<file path="config.mk">
export PLATFORM = sky130hd
export DESIGN_NAME = seg_addr_gen
export DESIGN_NICKNAME = d
export VERILOG_FILES = /design/src/rtl/seg_addr_gen.sv
export SDC_FILE = /design/constraint.sdc
export NUM_CORES = 1
export LEC_CHECK = 0
export BUFFER_PORTS_ARGS = -buffer_cell sky130_fd_sc_hd__buf_4
export CORE_AREA = 2 2 125 249
export DETAILED_ROUTE_END_ITERATION = 10
export DIE_AREA = 0 0 127 251
export PLACE_DENSITY = 0.69
export SYNTH_ARGS = -nofsm -noshare
export SYNTH_HDL_FRONTEND = slang
export SYNTH_SLANG_ARGS = --single-unit
</file>
<file path="constraint.sdc">
create_clock -name clk -period 3.9 [get_ports clk]
set_input_delay 0.78 -clock clk [delete_from_list [all_inputs] [get_ports clk]]
set_output_delay 0.78 -clock clk [all_outputs]
set_load 0.01 [all_outputs]
</file>
<file path="src/rtl/seg_addr_gen.sv">
module seg_addr_gen #(
  parameter int OFS_W      = 64,
  parameter int SEG_W      = 16,
  parameter int SEG_SHIFT  = 4,
  parameter int REAL_OFS_W = 16
) (
  input  logic             clk,
  input  logic             rst_n,
  input  logic             req_valid,
  input  logic             mode_long,
  input  logic [2:0]       seg_id,
  input  logic [SEG_W-1:0] seg_value,
  input  logic [OFS_W-1:0] offset,
  input  logic             base_wr_en,
  input  logic             base_wr_sel,
  input  logic [OFS_W-1:0] base_wr_data,
  output logic [OFS_W-1:0] addr_out,
  output logic             addr_valid
);
  localparam int REAL_W = SEG_W + SEG_SHIFT;
  localparam logic [2:0] ID_FS = 3'd4;
  localparam logic [2:0] ID_GS = 3'd5;

  logic [OFS_W-1:0]  fs_base, gs_base, long_base, long_sum, next_addr;
  logic [REAL_W-1:0] real_sum;

  always_ff @(posedge clk) begin
    if (!rst_n) begin
      fs_base <= '0;
      gs_base <= '0;
    end else if (base_wr_en) begin
      if (base_wr_sel) gs_base <= base_wr_data;
      else             fs_base <= base_wr_data;
    end
  end

  assign real_sum  = {seg_value, {SEG_SHIFT{1'b0}}} + REAL_W'(offset[REAL_OFS_W-1:0]);
  assign long_base = (seg_id == ID_FS) ? fs_base :
                     (seg_id == ID_GS) ? gs_base : '0;
  assign long_sum  = long_base + offset;
  assign next_addr = mode_long ? long_sum : OFS_W'(real_sum);

  always_ff @(posedge clk) begin
    if (!rst_n) begin
      addr_out   <= '0;
      addr_valid <= 1'b0;
    end else begin
      addr_valid <= req_valid;
      if (req_valid) addr_out <= next_addr;
    end
  end

  a_r2_valid_latency: assert property (@(posedge clk) disable iff (!rst_n)
    $past(rst_n) |-> addr_valid == $past(req_valid));

  a_r2_hold_idle: assert property (@(posedge clk) disable iff (!rst_n)
    ($past(rst_n) && !$past(req_valid)) |-> $stable(addr_out));

  a_r3_real_upper_zero: assert property (@(posedge clk) disable iff (!rst_n)
    ($past(rst_n) && addr_valid && !$past(mode_long)) |-> addr_out[OFS_W-1:REAL_W] == '0);

  a_r3_real_low_nibble: assert property (@(posedge clk) disable iff (!rst_n)
    ($past(rst_n) && addr_valid && !$past(mode_long))
      |-> addr_out[SEG_SHIFT-1:0] == $past(offset[SEG_SHIFT-1:0]));

  a_r6_flat_identity: assert property (@(posedge clk) disable iff (!rst_n)
    ($past(rst_n) && addr_valid && $past(mode_long) &&
     $past(seg_id) != ID_FS && $past(seg_id) != ID_GS) |-> addr_out == $past(offset));
endmodule

</file>
# == After elaboration in Yosys (flattened, before gate mapping) ==
# Cells that the tools add are included.
# totals
regBits,193
latch_bits,0
mem_bits_rw,0
rom_bits,0
output_inout_bits,65
n_memories,0
# op_classes
addsub,2
mul,0
n_div,0
n_lt_le_gt_ge,0
n_eq_ne,2
n_shift,0
muxes,3
bitwise_logic,1
n_reduce_logical,2
# ops
op,count
64-bit 2-to-1 mux,3
64-bit adder,1
20-bit by 16-bit adder with 20-bit output,1
"3-bit equality test, second input constant",2
2-bit AND reduction,2
1-bit NOT,1

# == Longest topological paths before layout ==
# depth
word_depth,5
mapped_depth,16

# == Worst setup path after synthesis ==
# Ideal clock, no wire load.
# synth_timing
path_kind,input port to flip-flop
start,in seg_id[1]
end,reg addr_out[60]
arrival_time_ps,4109
required_ps,3774
setup_slack_ps,-335
path_stages,16
n_path_buf,2
cell_sequence,and3b_1 -> clkbuf_1 -> clkbuf_1 -> a22o_1 -> ha_1 -> inv_1 -> fa_1 -> o21bai_1 -> a221o_1 -> a211o_2 -> a31oi_1 -> o31a_1 -> o31a_1 -> o41ai_2 -> xnor2_1 -> o21ai_1
# synth_via
elab_chain_len,5
elab_cells_between_ends,6
cone_classes,add/sub: 1; eq/ne: 2; mux: 3
# synth_rtl
element,line_no,rtl
"start, declared",11,"input logic [2:0] seg_id,"
3-bit equality test,39,(seg_id == ID_GS) ? gs_base : '0;
64-bit 2-to-1 mux,39,
64-bit 2-to-1 mux (*),38,assign long_base = (seg_id == ID_FS) ? fs_base :
64-bit adder (*),40,assign long_sum = long_base + offset;
64-bit 2-to-1 mux (*),41,assign next_addr = mode_long ? long_sum : OFS_W'(real_sum);
"end signal, assigned",49,if (req_valid) addr_out <= next_addr;
"end, declared",17,"output logic [OFS_W-1:0] addr_out,"
# Every way passes the cells marked *; elsewhere a longest branch is shown, timed or not.
# A chain may end at the register's enable or synchronous reset.

# == Worst setup path in the final report ==
# layout_timing
start,in seg_id[2]
end,reg addr_out[52]
# Same word-level chain as after synthesis.

==> flow_summary.json <==
{
  "io_buffers": 217,
  "final.setup.tns_ns": 0,
  "fin_crit_sh_pct": 97.52,
  "die_h_um": 251,
  "total_power_mw": 4.859,
  "fin_nets": 2039,
  "antenna_found_initial": 0,
  "synthesis.area_um2": 11810,
  "placed_area_um2": 14880,
  "arrival_ns": 4.11,
  "cts_sinks": 193,
  "synth-simple-area-share_pct": 17.59,
  "layout_common_cells": "385 x buf_4, 352 x nand2_1, 193 x dfxtp_1",
  "final_common_cell": "buf_4",
  "synthDistinctLibCells": 72,
  "clk_latency_ns": 0.46,
  "critPathBufInv": 5,
  "final_antenna_net_count": 0,
  "grt_pass1_wl_um": 55410,
  "numCtsBuffers": 17,
  "cpMostUsedCell": "buf_4",
  "worst_r2r_endpoint": "addr_out[52]$_SDFFE_PN0P_",
  "max_cap_violations": 0,
  "synth_top_area_share_pct": 32.70,
  "stdcell_area_um2": 15520,
  "clockRootBuffer": "clkbuf_16",
  "die_w_um": 127,
  "syn_nets": 1725,
  "drc_errors": 0,
  "critPathKind": "in2reg",
  "worstPathRequired_ns": 4.21,
  "htreeDepth": 4,
  "clock_skew_ns": 0.007471,
  "layout_min_cycle_time_ns": 3.803,
  "p_clk_share_pct": 36.5,
  "path_delay_family": "compound AO/OA/AOI/OAI gates",
  "critPathMaxStageDelay_ns": 0.39,
  "combPwrFrac_pct": 19.8,
  "leakage_nw": 6.946,
  "ys_ff_latch": 193,
  "hold_viol": 0,
  "avgSynthCellArea_um2": 7.934,
  "power.switching_mw": 1.379,
  "wl_per_cell_um": 16.13,
  "vias": 11480,
  "ys_warn_count": 0,
  "rrSetupSlack_ns": 0.69,
  "synth_cells": 1489,
  "wl_um": 35230,
  "dp_hpwl_um": 27320,
  "synth_edf_count": 0,
  "area_growth_pct": 31.35,
  "critPathSlowestCell": "a221o_1",
  "clock.fmax_mhz": 262.9,
  "multiInputGateArea_um2": 7511,
  "hold_class": "reg2reg",
  "max_slew_margin_pct": 42.48,
  "irDropWorstVdd_mv": 0.2879,
  "hold_path_end": "addr_out[48]$_SDFFE_PN0P_",
  "cp_cell_sequence": "buf_4 -> and3b_2 -> buf_12 -> buf_4 -> a22o_1 -> ha_1 -> and3_1 -> a221o_1 -> a211o_4 -> a211oi_2 -> buf_4 -> o41ai_4 -> a31oi_4 -> buf_4 -> xor2_1 -> o21ai_0",
  "yosys_most_used_dff": "dfxtp_1",
  "yosys-mux-area-fraction_pct": 0.5931,
  "cp_max_fo": 23,
  "routabilityCongestion": 0.9111,
  "drt-initial-drc-count": 591,
  "grt_max_degree": 90,
  "drive_gt1_share_pct": 24.89,
  "synth_compound_area_share_pct": 30.92,
  "antenna_cells": 0,
  "ios": 218,
  "seq_power_share_pct": 43.7,
  "synthArstFlopShare_pct": 0,
  "first_global_vias": 10920,
  "swShare_pct": 28.38,
  "tightestPinTransition_ns": 0.8607,
  "synth_fa_ha_area_share_pct": 8.918,
  "internal_power_mw": 3.480,
  "power.density_nw_per_um2": 313.1,
  "rsz0062_at_grt": "yes",
  "track_usage_pct": 21.73,
  "grt-ovfl-total": 0,
  "placementRows": 90,
  "synth_xor_area_share_pct": 5.041,
  "whs_path_depth": 2,
  "setup_viol": 0,
  "detail_route.vias_per_cell": 5.254,
  "drt_pass1_iterations": 5,
  "synth.area.top_cells": "dfxtp_1 33%, nand2_1 11%, ha_1 8.6%, a21boi_0 8.4%, a22o_1 4.7%",
  "die_area_um2": 31880,
  "end_kind": "flop",
  "status": "completed",
  "synth.largest_area_cell": "dfxtp_1",
  "slew_violations": 0,
  "cp-start-kind": "input pin",
  "r2r-start": "fs_base[4]$_SDFFE_PN0P_",
  "core_area_um2": 29950,
  "num-fill-cells": 2902,
  "clockBufferDepth": 2,
  "hold_start": "addr_out[48]$_SDFFE_PN0P_",
  "rr_worst_depth": 12,
  "cts_tree": "yes",
  "synth_top_family_by_area": "compound AO/OA/AOI/OAI gates",
  "seqCellArea_um2": 3864,
  "yosysSeqAreaShare_pct": 32.70,
  "start_util_pct": 39.44,
  "clkTransAtPathRegs_ns": 0.07
}
## power by group through the flow
stage | registers [mW] | clock network, mW | logic (mW)
after floorplan | 2.17 | 0 | 0.496
after global placement | 2.17 | 0 | 0.947
after detailed placement | 2.17 | 0 | 0.954
after CTS | 2.12 | 1.81 | 0.959
after global routing | 2.13 | 1.88 | 1.06
final | 2.12 | 1.77 | 0.961
## flip-flops by register name, indices dropped and copies added (netlist names)
signal,cells
addr_out,64
addr_valid,1
fs_base,64
gs_base,64
## how the worst max path moves through the flow
stage | slack [ns] | to | startpoint | cells past startpoint
CTS | 0.08 | addr_out[63]$_SDFFE_PN0P_ | seg_id[0] | 17
detailed placement | -0.40 | addr_out[63]$_SDFFE_PN0P_ | seg_id[0] | 17
floorplan | -0.03 | addr_out[58]$_SDFFE_PN0P_ | seg_id[2] | 15
global placement | -0.28 | addr_out[63]$_SDFFE_PN0P_ | seg_id[0] | 17
global route | -0.02 | addr_out[52]$_SDFFE_PN0P_ | seg_id[0] | 16
finish | 0.1 | addr_out[52]$_SDFFE_PN0P_ | seg_id[2] | 16
## worst register-to-register path: stages (launching register included)
cell and delay, ns:
dfxtp_1 0.32, a22o_1 0.21, ha_1 0.34, a21o_1 0.20
a221o_1 0.42, a211o_4 0.38, a211oi_2 0.18, buf_4 0.17
o41ai_4 0.11, a31oi_4 0.34, buf_4 0.17, xor2_1 0.14
o21ai_0 0.09
## through the flow
step	utilization, %	worst slack, ns	cells	hold slack [ns]
floorplan	-	-0.02606	1489	0.4432
global placement	49.67	-0.2817	2150	0.4355
detailed placement	49.67	-0.4030	2150	0.4466
CTS	51.63	0.08322	2182	0.4563
global route	51.80	-0.02076	2184	0.4793
finish	51.80	0.09685	2184	0.4529
## repair_timing
action | 4_1_cts | 5_1_grt
buffers inserted | 0 | 2
setup endpoints to repair | 0 | 14
resized for setup | 0 | 7
hold buffers | 0 | 0
## final cells by class
type                       count  share of cell area [%]
tap                          368                   2.967
clock buffer                  21                   3.032
timing repair buffer         389                   19.09
sequential                   193                   24.90
inverter                      36                  0.8708
multi-input combinational   1166                   48.40
clock inverter                11                  0.7418
## cell usage after synthesis, types with 5 or more instances
cell type / count
o21ai_0: 75
buf_2: 7
and2_1: 11
xnor2_1: 44
clkbuf_1: 79
o31ai_1: 7
a21boi_0: 132
inv_1: 35
a21oi_1: 88
a211oi_1: 5
o21bai_1: 19
nor2_1: 39
o211ai_1: 5
a31oi_1: 15
buf_1: 7
nand2_1: 353
o211a_1: 8
ha_1: 81
o21ai_1: 11
nand4_1: 13
nor2b_1: 9
mux2i_1: 7
nand2b_1: 8
o22ai_1: 7
o21a_1: 6
a22o_1: 63
a21o_1: 36
xor2_1: 24
and3_1: 8
a221o_1: 6
nor3_1: 10
dfxtp_1: 193
nand3_1: 19
## metal layers
| metal | vias to the layer above | share of wire (%) | track usage [%] |
|---|---|---|---|
| met5 | - | 0 | 0 |
| met4 | 0 | 3.4 | 9.074 |
| met3 | 59 | 5.5 | 3.448 |
| met2 | 332 | 46 | 34.58 |
| met1 | 5198 | 45 | 29.20 |
| li1 | 5886 | - | - |
## cell families after synthesis
group                    count (synthesis)
XOR/XNOR                                68
buffers and inverters                  130
AND/OR/NAND/NOR                        490
adder cells (fa/ha/maj)                 83
AO/OA/AOI/OAI                          518
multiplexers                             7
flip-flops                             193
No activity file was read; power rests on OpenSTA's default activity.
